`config.mk`:
```
export PLATFORM = sky130hd
export DESIGN_NAME = wtn_top
export DESIGN_NICKNAME = d
export VERILOG_FILES = /design/src/rtl/wtn_pkg.sv /design/src/rtl/wtn_sync.sv /design/src/rtl/wtn_detect.sv /design/src/rtl/wtn_cfg.sv /design/src/rtl/wtn_top.sv
export SDC_FILE = /design/constraint.sdc
export NUM_CORES = 1
export LEC_CHECK = 0
export BUFFER_PORTS_ARGS = -buffer_cell sky130_fd_sc_hd__clkbuf_2
export CORE_AREA = 5 5 50 52
export DETAILED_ROUTE_END_ITERATION = 8
export DIE_AREA = 0 0 55 57
export PLACE_DENSITY = 0.79
export SLEW_MARGIN = 10
export SYNTH_ARGS = -nofsm -noshare
export SYNTH_HDL_FRONTEND = slang
export SYNTH_SLANG_ARGS = --single-unit
```
`constraint.sdc`:
```
create_clock -name clk -period 1.05 [get_ports clk]
set_input_delay 0.1575 -clock clk [delete_from_list [all_inputs] [get_ports clk]]
set_output_delay 0.1575 -clock clk [all_outputs]
set_load 0.1 [all_outputs]
```
`src/rtl/wtn_pkg.sv`:
```
// Shared types for the trigger normalizer channel.
// Assumes the configuration word occupies the low bits of the register.
package wtn_pkg;

    // Trigger codes; bit 2 = active-high polarity, bit 1 = edge, bits 1&0 = both edges
    typedef enum logic [2:0] {
        TRG_LVL_LOW   = 3'b000,
        TRG_EDGE_FALL = 3'b010,
        TRG_LVL_HIGH  = 3'b100,
        TRG_EDGE_RISE = 3'b110,
        TRG_EDGE_BOTH = 3'b111
    } trig_e;

    // Packed in register bit order: status[5], mask[4], enable[3], trigger[2:0]
    typedef struct packed {
        logic       status;
        logic       mask;
        logic       en;
        logic [2:0] trig;
    } cfg_t;

    localparam int CFG_W = $bits(cfg_t);

endpackage

```
`src/rtl/wtn_sync.sv`:
```
// Multi-stage synchronizer for the raw interrupt line.
// Assumes STAGES >= 2; output lags the input by STAGES edges.
module wtn_sync #(
    parameter int STAGES = 2
) (
    input  logic clk,
    input  logic rst_n,
    input  logic d,
    output logic q
);
    logic [STAGES-1:0] chain;

    // Shift the input through the flop chain
    always_ff @(posedge clk) begin
        if (!rst_n) chain <= '0;
        else        chain <= {chain[STAGES-2:0], d};
    end

    assign q = chain[STAGES-1];
endmodule

```
`src/rtl/wtn_detect.sv`:
```
// Trigger detector: normalizes polarity and finds edges per the trigger code.
// Assumes smp is already synchronized; hit is a level (level codes) or a
// one-cycle pulse (edge codes).
module wtn_detect
    import wtn_pkg::*;
(
    input  logic       clk,
    input  logic       rst_n,
    input  logic       smp,
    input  logic [2:0] trig,
    output logic       hit
);
    logic prev;
    logic invert, is_edge, is_dual;
    logic cur_n, prv_n;

    // Hold the previous synchronized sample for edge comparison
    always_ff @(posedge clk) begin
        if (!rst_n) prev <= 1'b0;
        else        prev <= smp;
    end

    // Decode the trigger code and form the normalized event
    always_comb begin
        invert  = ~trig[2];
        is_edge = trig[1];
        is_dual = trig[1] & trig[0];
        cur_n   = smp ^ invert;
        prv_n   = prev ^ invert;
        if (is_dual)      hit = smp ^ prev;
        else if (is_edge) hit = cur_n & ~prv_n;
        else              hit = cur_n;
    end
endmodule

```
`src/rtl/wtn_cfg.sv`:
```
// Configuration register with a sticky status bit.
// Assumes a software write takes priority over a same-cycle status set.
module wtn_cfg
    import wtn_pkg::*;
(
    input  logic clk,
    input  logic rst_n,
    input  logic wr_en,
    input  cfg_t wr_cfg,
    input  logic set_status,
    output cfg_t cfg
);
    // Store writes, otherwise latch events into the status bit
    always_ff @(posedge clk) begin
        if (!rst_n)          cfg <= '0;
        else if (wr_en)      cfg <= wr_cfg;
        else if (set_status) cfg.status <= 1'b1;
    end
endmodule

```
`src/rtl/wtn_top.sv`:
```
// Wakeup interrupt trigger normalizer, one pin.
// Converts any trigger kind to active-high level or rising pulse, with an
// optional sticky latched mode. Assumes irq_in is asynchronous to clk.
module wtn_top
    import wtn_pkg::*;
#(
    parameter int REG_W       = 32,
    parameter int SYNC_STAGES = 2
) (
    input  logic             clk,
    input  logic             rst_n,
    input  logic             latch_mode,
    input  logic             irq_in,
    input  logic             wr_en,
    input  logic [REG_W-1:0] wr_data,
    output logic [REG_W-1:0] rd_data,
    output logic             irq_out
);
    localparam int PAD_W = REG_W - CFG_W;

    logic smp, hit, mode_q, gate, set_status;
    cfg_t cfg;
    logic unused_hi;

    assign unused_hi = ^wr_data[REG_W-1:CFG_W];

    wtn_sync #(.STAGES(SYNC_STAGES)) u_sync (
        .clk(clk), .rst_n(rst_n), .d(irq_in), .q(smp)
    );

    wtn_detect u_det (
        .clk(clk), .rst_n(rst_n), .smp(smp), .trig(cfg.trig), .hit(hit)
    );

    wtn_cfg u_cfg (
        .clk(clk), .rst_n(rst_n), .wr_en(wr_en),
        .wr_cfg(cfg_t'(wr_data[CFG_W-1:0])),
        .set_status(set_status), .cfg(cfg)
    );

    // Register the operating mode so it switches on the next edge
    always_ff @(posedge clk) begin
        if (!rst_n) mode_q <= 1'b0;
        else        mode_q <= latch_mode;
    end

    // Gate events, capture in latched mode, select the output source
    always_comb begin
        gate       = cfg.en & ~cfg.mask;
        set_status = mode_q & gate & hit;
        irq_out    = gate & (mode_q ? cfg.status : hit);
        rd_data    = {{PAD_W{1'b0}}, cfg};
    end
endmodule

```
==> flow_summary.json, run 1 <==
{
  "numPortBuffers": 17,
  "areaGrowthSynthToFinish_pct": 47.3,
  "finClkSkew_ns": 0.00887,
  "synth.largest_area_cell": "dfxtp_1",
  "topRoutingLayerUsed": "met4",
  "netlist_area_sq_um": 613,
  "p_leak_nw": 0.433,
  "grt_overflow": 0,
  "path_clk_slew_ns": 0.06,
  "cp.arrival_ns": 1.37,
  "drc": 0,
  "period_share_pct": 146,
  "ys_seq_area_share_pct": 32.7,
  "worstSetupEndpointType": "output pin",
  "synth_compound_area_share_pct": 7.14,
  "wirelength_mm": 1.21,
  "critPathSlowestCell": "dfxtp_4",
  "setup.worst_path.start_class": "flop",
  "synthMostInstantiatedCell": "buf_4",
  "yosys-mux-area-fraction_pct": 8.16,
  "synth_top_family_by_area": "buffers and inverters",
  "ys_async_sr_fraction_pct": 0,
  "diodes": 0,
  "die_h_um": 57,
  "path_class": "reg -> out",
  "vdd_drop_max_uv": 796,
  "rsz0062_at_grt": "true",
  "viasPerCell": 3.66,
  "outcome": "finished, violations left",
  "min_period_ns": 1.53,
  "finalSetupViolations": 4,
  "fmax_mhz": 653,
  "dr_wl_met3_um": 184,
  "worst_slack_ns": -0.481,
  "num_io_pins": 70,
  "clk_latency_ns": 0.27,
  "final_hold_viol_count": 0,
  "num-fill-cells": 196,
  "syn_avg_cell_area_sq_um": 9.29,
  "finalSetupTns_ns": -0.600,
  "fp.dieW_um": 55,
  "wl_met1_um": 415,
  "numCtsBuffers": 3,
  "cts_tree": "yes",
  "antenna_found_initial": 0,
  "worstHoldPathType": "in -> reg",
  "max_stage_delay_ns": 0.38,
  "powerDensity_nw_per_um2": 1570,
  "clock_sinks": 10,
  "dp.final_hpwl_mm": 1.03,
  "synthXorXnorAreaFrac_pct": 4.29,
  "crit_chain": "xor2_2 -> o211ai_1 -> buf_4 -> a21oi_4 -> buf_12",
  "post-route-util_pct": 43.8,
  "synthTopCellsByArea": "dfxtp_1 (33%), buf_4 (32%), mux2i_1 (8.2%)",
  "worstPathMaxFanout": 3,
  "synth-adder-area-share_pct": 0,
  "grt_pass1_vias": 426,
  "wl_met2_um": 590,
  "reg2reg_depth": 5,
  "synth-seq-cells": 10,
  "synth_common_cells": "buf_4 (26), dfxtp_1 (10), mux2i_1 (5), nor2b_1 (5), and2_1 (4)",
  "grt_use_total_pct": 8.51,
  "violations": "negative setup slack",
  "htree_num_levels": 1,
  "gp_congestion": 0.692,
  "synth_top_cell_area_share_pct": 32.7,
  "timing.max_cap.violations": 0,
  "wl_per_cell_um": 9.86,
  "drv_slew": 0,
  "yosysUniqueCellTypes": 17,
  "rows": 17,
  "ys.flop_type": "dfxtp_1",
  "ant_nets": 0,
  "die_area_sq_um": 3140,
  "yosys.area_share.simple_pct": 13.9,
  "critPathRequiredTime_ns": 0.89,
  "cts_buffer_depth": 2,
  "grt_pass1_wl_mm": 1.91,
  "drive_above_1_share_pct": 45.3,
  "drt-initial-drc-count": 4,
  "yosysWarningCount": 0,
  "cts-root-buf": "clkbuf_4",
  "ctsHoldBuffers": 0,
  "coreArea_sq_um": 2060,
  "vias": 450,
  "synth_edf_count": 0,
  "netlist_instances": 66,
  "start_util_pct": 29.7,
  "nets": 133,
  "grt_max_degree": 11,
  "firstDrtPassIters": 4,
  "hold_path_depth": 2
}
-- worst paths after layout --
path	start	slack (ns)	end
max	u_cfg.cfg[2]	-0.48	irq_out
min reg2reg	u_sync.chain[0]	0.48	u_sync.chain[1]
max reg2reg	u_sync.chain[1]	-0.08	u_cfg.cfg[5]
min	irq_in	0.10	u_sync.chain[0]
-- where the power goes --
part	total, mW	internal (mW)	switching [mW]
clock	0.268	0.146	0.121
combinational	0.734	0.143	0.591
sequential	0.417	0.398	0.0189
total	1.42	0.687	0.731
-- worst max-delay path: cells and delay by family (launching register included) --
| kind | cells | cell delay (ns) |
|---|---|---|
| XOR/XNOR | 1 | 0.15 |
| buffers and inverters | 2 | 0.34 |
| flip-flops | 1 | 0.38 |
| AO/OA/AOI/OAI | 2 | 0.23 |
-- final cells by class --
cell class                      count  area [sq um]  area share [%]
Clock buffer                        4          26.3            2.91
Inverter                            1          3.75           0.416
Multi-Input combinational cell     53           337            37.3
Sequential cell                    10           221            24.5
Tap cell                           28          35.0            3.88
Timing Repair Buffer               27           280            31.0
-- cell families (layout without fill, tap and decap cells) --
logic type	Yosys count	in the layout
AO/OA/AOI/OAI	6	6
multiplexers	5	5
XOR/XNOR	3	3
buffers and inverters	28	32
other	1	26
flip-flops	10	10
AND/OR/NAND/NOR	13	13
-- per-stage QoR --
step	total power [mW]	setup WS [ns]	instance area [sq um]	hold slack, ns	instances
after floorplan	1.08	-0.572	738	0.279	91
after global placement	1.13	-0.189	831	0.363	118
after detailed placement	1.14	-0.254	831	0.374	118
after CTS	1.44	-0.509	888	0.0890	122
after global routing	1.48	-0.539	903	0.103	123
final	1.42	-0.481	903	0.103	123
-- sequential cells by signal, summed over array words and instances, names as in the netlist --
register,count
mode_q,1
u_det.prev,1
u_cfg.cfg,6
u_sync.chain,2
-- timing repair --
action / in CTS / in global routing
setup endpoints to repair: 7 / 7
buffers inserted: 1 / 1
cloned: 0 / 0
pin swaps: 4 / 2
resized for setup: 8 / 1
-- metal layers --
metal	track usage (%)	vias to the layer above
li1	-	219
met1	9.49	194
met2	13.2	35
met3	1.83	2
met4	7.29	0
met5	0	-
-- cell usage in the layout, fill, tap and decap left out, types with 2 or more instances in the layout --
cell type	synthesis	final
nand2b_1	2	2
clkbuf_4	0	3
and2_1	4	4
buf_6	0	4
buf_4	26	6
a21oi_2	0	2
clkbuf_2	0	10
nor2b_1	5	5
dfxtp_4	0	5
dfxtp_2	0	2
mux2i_1	5	5
buf_12	0	7
conb_1	1	26
dfxtp_1	10	3
(Power assumes the default switching activity.)
==> run 2: changes to the inputs <==
- CELL_PAD_IN_SITES_DETAIL_PLACEMENT: unset -> 1
- CELL_PAD_IN_SITES_GLOBAL_PLACEMENT: unset -> 2
- CORE_AREA: 5 5 50 52 -> 5 5 70 72
- DIE_AREA: 0 0 55 57 -> 0 0 75 77
==> flow_summary.json, run 2 (same netlist as run 1, synthesis figures left out) <==
{
  "outcome": "finished, violations left",
  "violations": "negative setup slack",
  "critical_path.reg2reg.startpoint": "u_cfg.cfg[2]",
  "worstPathMaxFanout": 3,
  "grt_use_total_pct": 5.40,
  "drt-initial-drc-count": 2,
  "gr-usage-met1_pct": 4.47,
  "drc": 0,
  "fmax_mhz": 669,
  "drv_slew": 0,
  "rrSetupSlack_ns": 0.01,
  "hold_path_depth": 2,
  "crit_path_end": "irq_out",
  "post-route-util_pct": 22.3,
  "num_io_pins": 70,
  "vdd_drop_max_uv": 410,
  "dp.final_hpwl_mm": 1.33,
  "multiInputGateArea_sq_um": 318,
  "numCtsBuffers": 3,
  "grt_max_degree": 11,
  "ant_nets": 0,
  "cts_tree": "yes",
  "numPortBuffers": 17,
  "clk_latency_ns": 0.24,
  "final_cells": 146,
  "grt_use_met3_pct": 1.96,
  "finClkSkew_ns": 0.00328,
  "antenna_found_initial": 0,
  "areaGrowthSynthToFinish_pct": 54.1,
  "p_leak_nw": 0.443,
  "ctsHoldBuffers": 0,
  "regMostFlops": "u_cfg.cfg",
  "finalInstanceArea_sq_um": 945,
  "wirelength_mm": 1.51,
  "grt_overflow": 0,
  "reg2reg_depth": 4,
  "cts_buffer_depth": 2,
  "place_inst": 140,
  "gr-max-usage-layer": "met2",
  "critPathSlowestCell": "dfxtp_4",
  "worstSetupEndpointType": "output pin",
  "gp_congestion": 0.650,
  "num-fill-cells": 487,
  "final_common_cell": "conb_1",
  "clock_sinks": 10,
  "vias": 456,
  "finalSetupTns_ns": -0.532,
  "setup.worst_path.start_class": "flop",
  "min_period_ns": 1.49,
  "timing.max_cap.violations": 0,
  "viasPerCell": 3.12,
  "period_share_pct": 142,
  "diodes": 0,
  "cts-root-buf": "clkbuf_8",
  "worstHoldPathType": "in -> reg",
  "crit_chain": "xor2_1 -> o211ai_1 -> buf_4 -> a21oi_4 -> buf_12",
  "grt_pass1_vias": 499,
  "nets": 132,
  "fp.dieW_um": 75,
  "path_clk_slew_ns": 0.05,
  "top_regs": "u_cfg.cfg x6, u_sync.chain x2",
  "use_met2_pct": 10.5,
  "critPathBufInv": 2,
  "die_h_um": 77,
  "cp.arrival_ns": 1.34,
  "rows": 24,
  "finalSetupViolations": 2,
  "powerDensity_nw_per_um2": 1730,
  "layout_common_cells": "conb_1 (26), clkbuf_2 (10), buf_12 (7), buf_6 (6)",
  "seqCellArea_sq_um": 223,
  "crit_path_start": "u_cfg.cfg[2]",
  "rsz0062_at_grt": "true",
  "path_class": "reg -> out",
  "worst_slack_ns": -0.445,
  "placed_area_sq_um": 846,
  "final_hold_viol_count": 0,
  "start_util_pct": 14.5,
  "wl_per_cell_um": 10.3,
  "largest_reg_flops": 6,
  "grt_pass1_wl_mm": 2.30,
  "critPathRequiredTime_ns": 0.89,
  "r2r-end": "u_cfg.cfg[5]",
  "cpLargestDelayFamily": "flip-flops",
  "coreArea_sq_um": 4230,
  "firstDrtPassIters": 2,
  "crit_cells": 5,
  "htree_num_levels": 1,
  "drive_above_1_share_pct": 43.6,
  "max_stage_delay_ns": 0.35,
  "die_area_sq_um": 5780
}
[run 2: cell count changes in the layout (fill, tap and decap cells not counted), sizes merged]
cell | previous run | this run
buf | 17 | 16
[run 2: worst min-delay path by stage]
stage	start	end	slack [ns]
final	latch_mode	mode_q	0.12
after global routing	latch_mode	mode_q	0.12
after CTS	latch_mode	mode_q	0.12
after detailed placement	latch_mode	mode_q	0.37
after global placement	irq_in	u_sync.chain[0]	0.38
after floorplan	rst_n	mode_q	0.28
[run 2: cell type report]
type                    count  share of cell area (%)
inverters                   1                   0.397
flip-flops and latches     10                    23.6
repair buffers             26                    29.7
well taps                  52                    6.89
multi-input cells          53                    33.6
clock buffers               4                    5.83
[run 2: power by group]
group | switching (mW) | internal (mW)
clock network | 0.157 | 0.330
logic | 0.592 | 0.143
registers | 0.0176 | 0.399
total | 0.767 | 0.872
[run 2: layer usage]
metal  share of wire (%)  up-vias
met5                   0        -
met4                 2.1        0
met3                 8.9        3
li1                    -      218
met2                  60       22
met1                  29      213
[run 2: through the flow]
stage / hold slack [ns] / total power [mW] / worst slack [ns]
finish: 0.122 / 1.64 / -0.445
floorplan: 0.279 / 1.08 / -0.572
global route: 0.122 / 1.69 / -0.534
detailed placement: 0.372 / 1.14 / -0.221
global placement: 0.377 / 1.13 / -0.179
CTS: 0.120 / 1.64 / -0.469
[run 2: repair_timing]
item | in CTS | in global routing
gates resized for setup | 2 | 7
endpoints found under the setup margin | 3 | 8
buffers inserted | 1 | 1
pin swaps | 2 | 0
==> run 3: changes to the inputs <==
- CORE_AREA: 5 5 70 72 -> 5 5 83 62
- DIE_AREA: 0 0 75 77 -> 0 0 88 67
- PLACE_DENSITY: 0.79 -> 0.78
==> flow_summary.json, run 3 (same netlist as run 1, synthesis figures left out) <==
{
  "diodes": 0,
  "critical_path.reg2reg.startpoint": "u_cfg.cfg[2]",
  "critPathRequiredTime_ns": 0.89,
  "start_util_pct": 14.5,
  "pwr-share-comb_pct": 45.0,
  "final_hold_viol_count": 0,
  "die_area_sq_um": 5900,
  "clock_sinks": 10,
  "swShare_pct": 46.4,
  "violations": "negative setup slack",
  "preCtsSetupSlack_ns": -0.209,
  "finalInstanceArea_sq_um": 932,
  "cp.arrival_ns": 1.32,
  "rsz0062_at_grt": "true",
  "grt_overflow": 0,
  "drive_above_1_share_pct": 42.4,
  "grt_pass1_vias": 456,
  "min_period_ns": 1.48,
  "path_class": "reg -> out",
  "placed_area_sq_um": 842,
  "coreArea_sq_um": 4230,
  "cts-root-buf": "clkbuf_8",
  "timing.max_cap.violations": 0,
  "p_seq_share_pct": 25.9,
  "grt_use_total_pct": 5.04,
  "vias": 438,
  "cts_buffer_depth": 2,
  "finalSetupTns_ns": -0.432,
  "wl_per_cell_um": 9.24,
  "htree_num_levels": 1,
  "p_int_mw": 0.862,
  "hold_start": "latch_mode",
  "dp.final_hpwl_mm": 1.20,
  "grt_pass1_wl_mm": 2.20,
  "outcome": "finished, violations left",
  "numPortBuffers": 17,
  "num_io_pins": 70,
  "drt-initial-drc-count": 6,
  "nets": 130,
  "largest_reg_flops": 6,
  "ctsHoldBuffers": 0,
  "gp_congestion": 0.699,
  "worstSetupEndpointType": "output pin",
  "setup.worst_path.start_class": "flop",
  "period_share_pct": 141,
  "finalSetupViolations": 2,
  "clk_latency_ns": 0.23,
  "cts_tree": "yes",
  "powerDensity_nw_per_um2": 1720,
  "worstPathMaxFanout": 3,
  "regMostFlops": "u_cfg.cfg",
  "hold_path_depth": 2,
  "viasPerCell": 2.98,
  "num-fill-cells": 488,
  "vdd_drop_max_uv": 310,
  "reg2reg_depth": 4,
  "top_regs": "u_cfg.cfg x6, u_sync.chain x2",
  "ant_nets": 0,
  "layout_common_cells": "conb_1 (26), clkbuf_2 (10), buf_12 (7), dfxtp_4 (6)",
  "r2r-end": "u_cfg.cfg[5]",
  "finClkSkew_ns": 0.00109,
  "p_leak_nw": 0.434,
  "rrSetupSlack_ns": -0.01,
  "fp.dieW_um": 88,
  "wirelength_mm": 1.36,
  "post-route-util_pct": 22.0,
  "worstHoldPathType": "in -> reg",
  "drv_slew": 0,
  "antenna_found_initial": 0,
  "firstDrtPassIters": 3,
  "areaGrowthSynthToFinish_pct": 52.0,
  "numCtsBuffers": 3,
  "power_mw": 1.61,
  "final_common_cell": "conb_1",
  "drc": 0,
  "die_h_um": 67,
  "path_clk_slew_ns": 0.05,
  "worst_slack_ns": -0.426,
  "min_to": "mode_q",
  "fmax_mhz": 678,
  "rows": 20,
  "power.switching_mw": 0.746,
  "grt_max_degree": 11,
  "clockPowerShare_pct": 29.1
}
==> run 3: cell types whose count changed in the layout (fill, tap and decap cells not counted) <==
cell     delta
a21oi_1     +1
a21oi_2     -1
dfxtp_4     +1
xnor2_2     +1
buf_6       -2
xnor2_1     -1
dfxtp_2     -1
==> run 3: power groups by stage <==
stage	registers, mW	logic (mW)	clock network, mW
floorplan	0.527	0.551	0
global placement	0.421	0.709	0
detailed placement	0.422	0.716	0
CTS	0.415	0.717	0.481
global route	0.420	0.747	0.510
finish	0.417	0.723	0.468
==> run 3: cell type report <==
type | instances | area (sq um) | share of cell area, %
Sequential cell | 10 | 225 | 24.2
Inverter | 1 | 3.75 | 0.403
Timing Repair Buffer | 24 | 258 | 27.7
Clock buffer | 4 | 55.1 | 5.91
Tap cell | 55 | 68.8 | 7.38
Multi-Input combinational cell | 53 | 322 | 34.5
==> run 3: worst max-delay path, stage by stage, from the launching register on <==
cell	delay (ns)
dfxtp_4	0.37
xor2_1	0.15
o211ai_1	0.10
buf_4	0.15
a21oi_4	0.13
buf_12	0.18
==> run 3: worst max-delay path by stage <==
stage | from | end | slack, ns | cells past startpoint
final | u_cfg.cfg[2] | irq_out | -0.43 | 5
after global routing | u_sync.chain[1] | irq_out | -0.49 | 5
after CTS | u_cfg.cfg[2] | irq_out | -0.43 | 4
after detailed placement | u_sync.chain[1] | irq_out | -0.21 | 4
after global placement | u_cfg.cfg[2] | irq_out | -0.17 | 4
after floorplan | u_cfg.cfg[2] | irq_out | -0.57 | 3
==> run 3: through the flow <==
step	instances	hold slack (ns)
floorplan	91	0.279
global placement	142	0.375
detailed placement	142	0.381
CTS	147	0.140
global route	147	0.143
finish	147	0.139
==> run 3: what timing repair did <==
| item | 4_1_cts | 5_1_grt |
|---|---|---|
| pin swaps | 2 | 0 |
| endpoints found under the setup margin | 2 | 6 |
| buffers inserted | 1 | 0 |
| resized for setup | 2 | 6 |
==> run 3: per-layer routing <==
metal	wire (um)	track usage (%)	up-vias	share of wire [%]
met5	0	0	-	0
met4	44	4.02	0	3.2
met1	399	3.93	204	29
li1	-	-	212	-
met3	85	1.24	4	6.3
met2	830	10.3	18	61
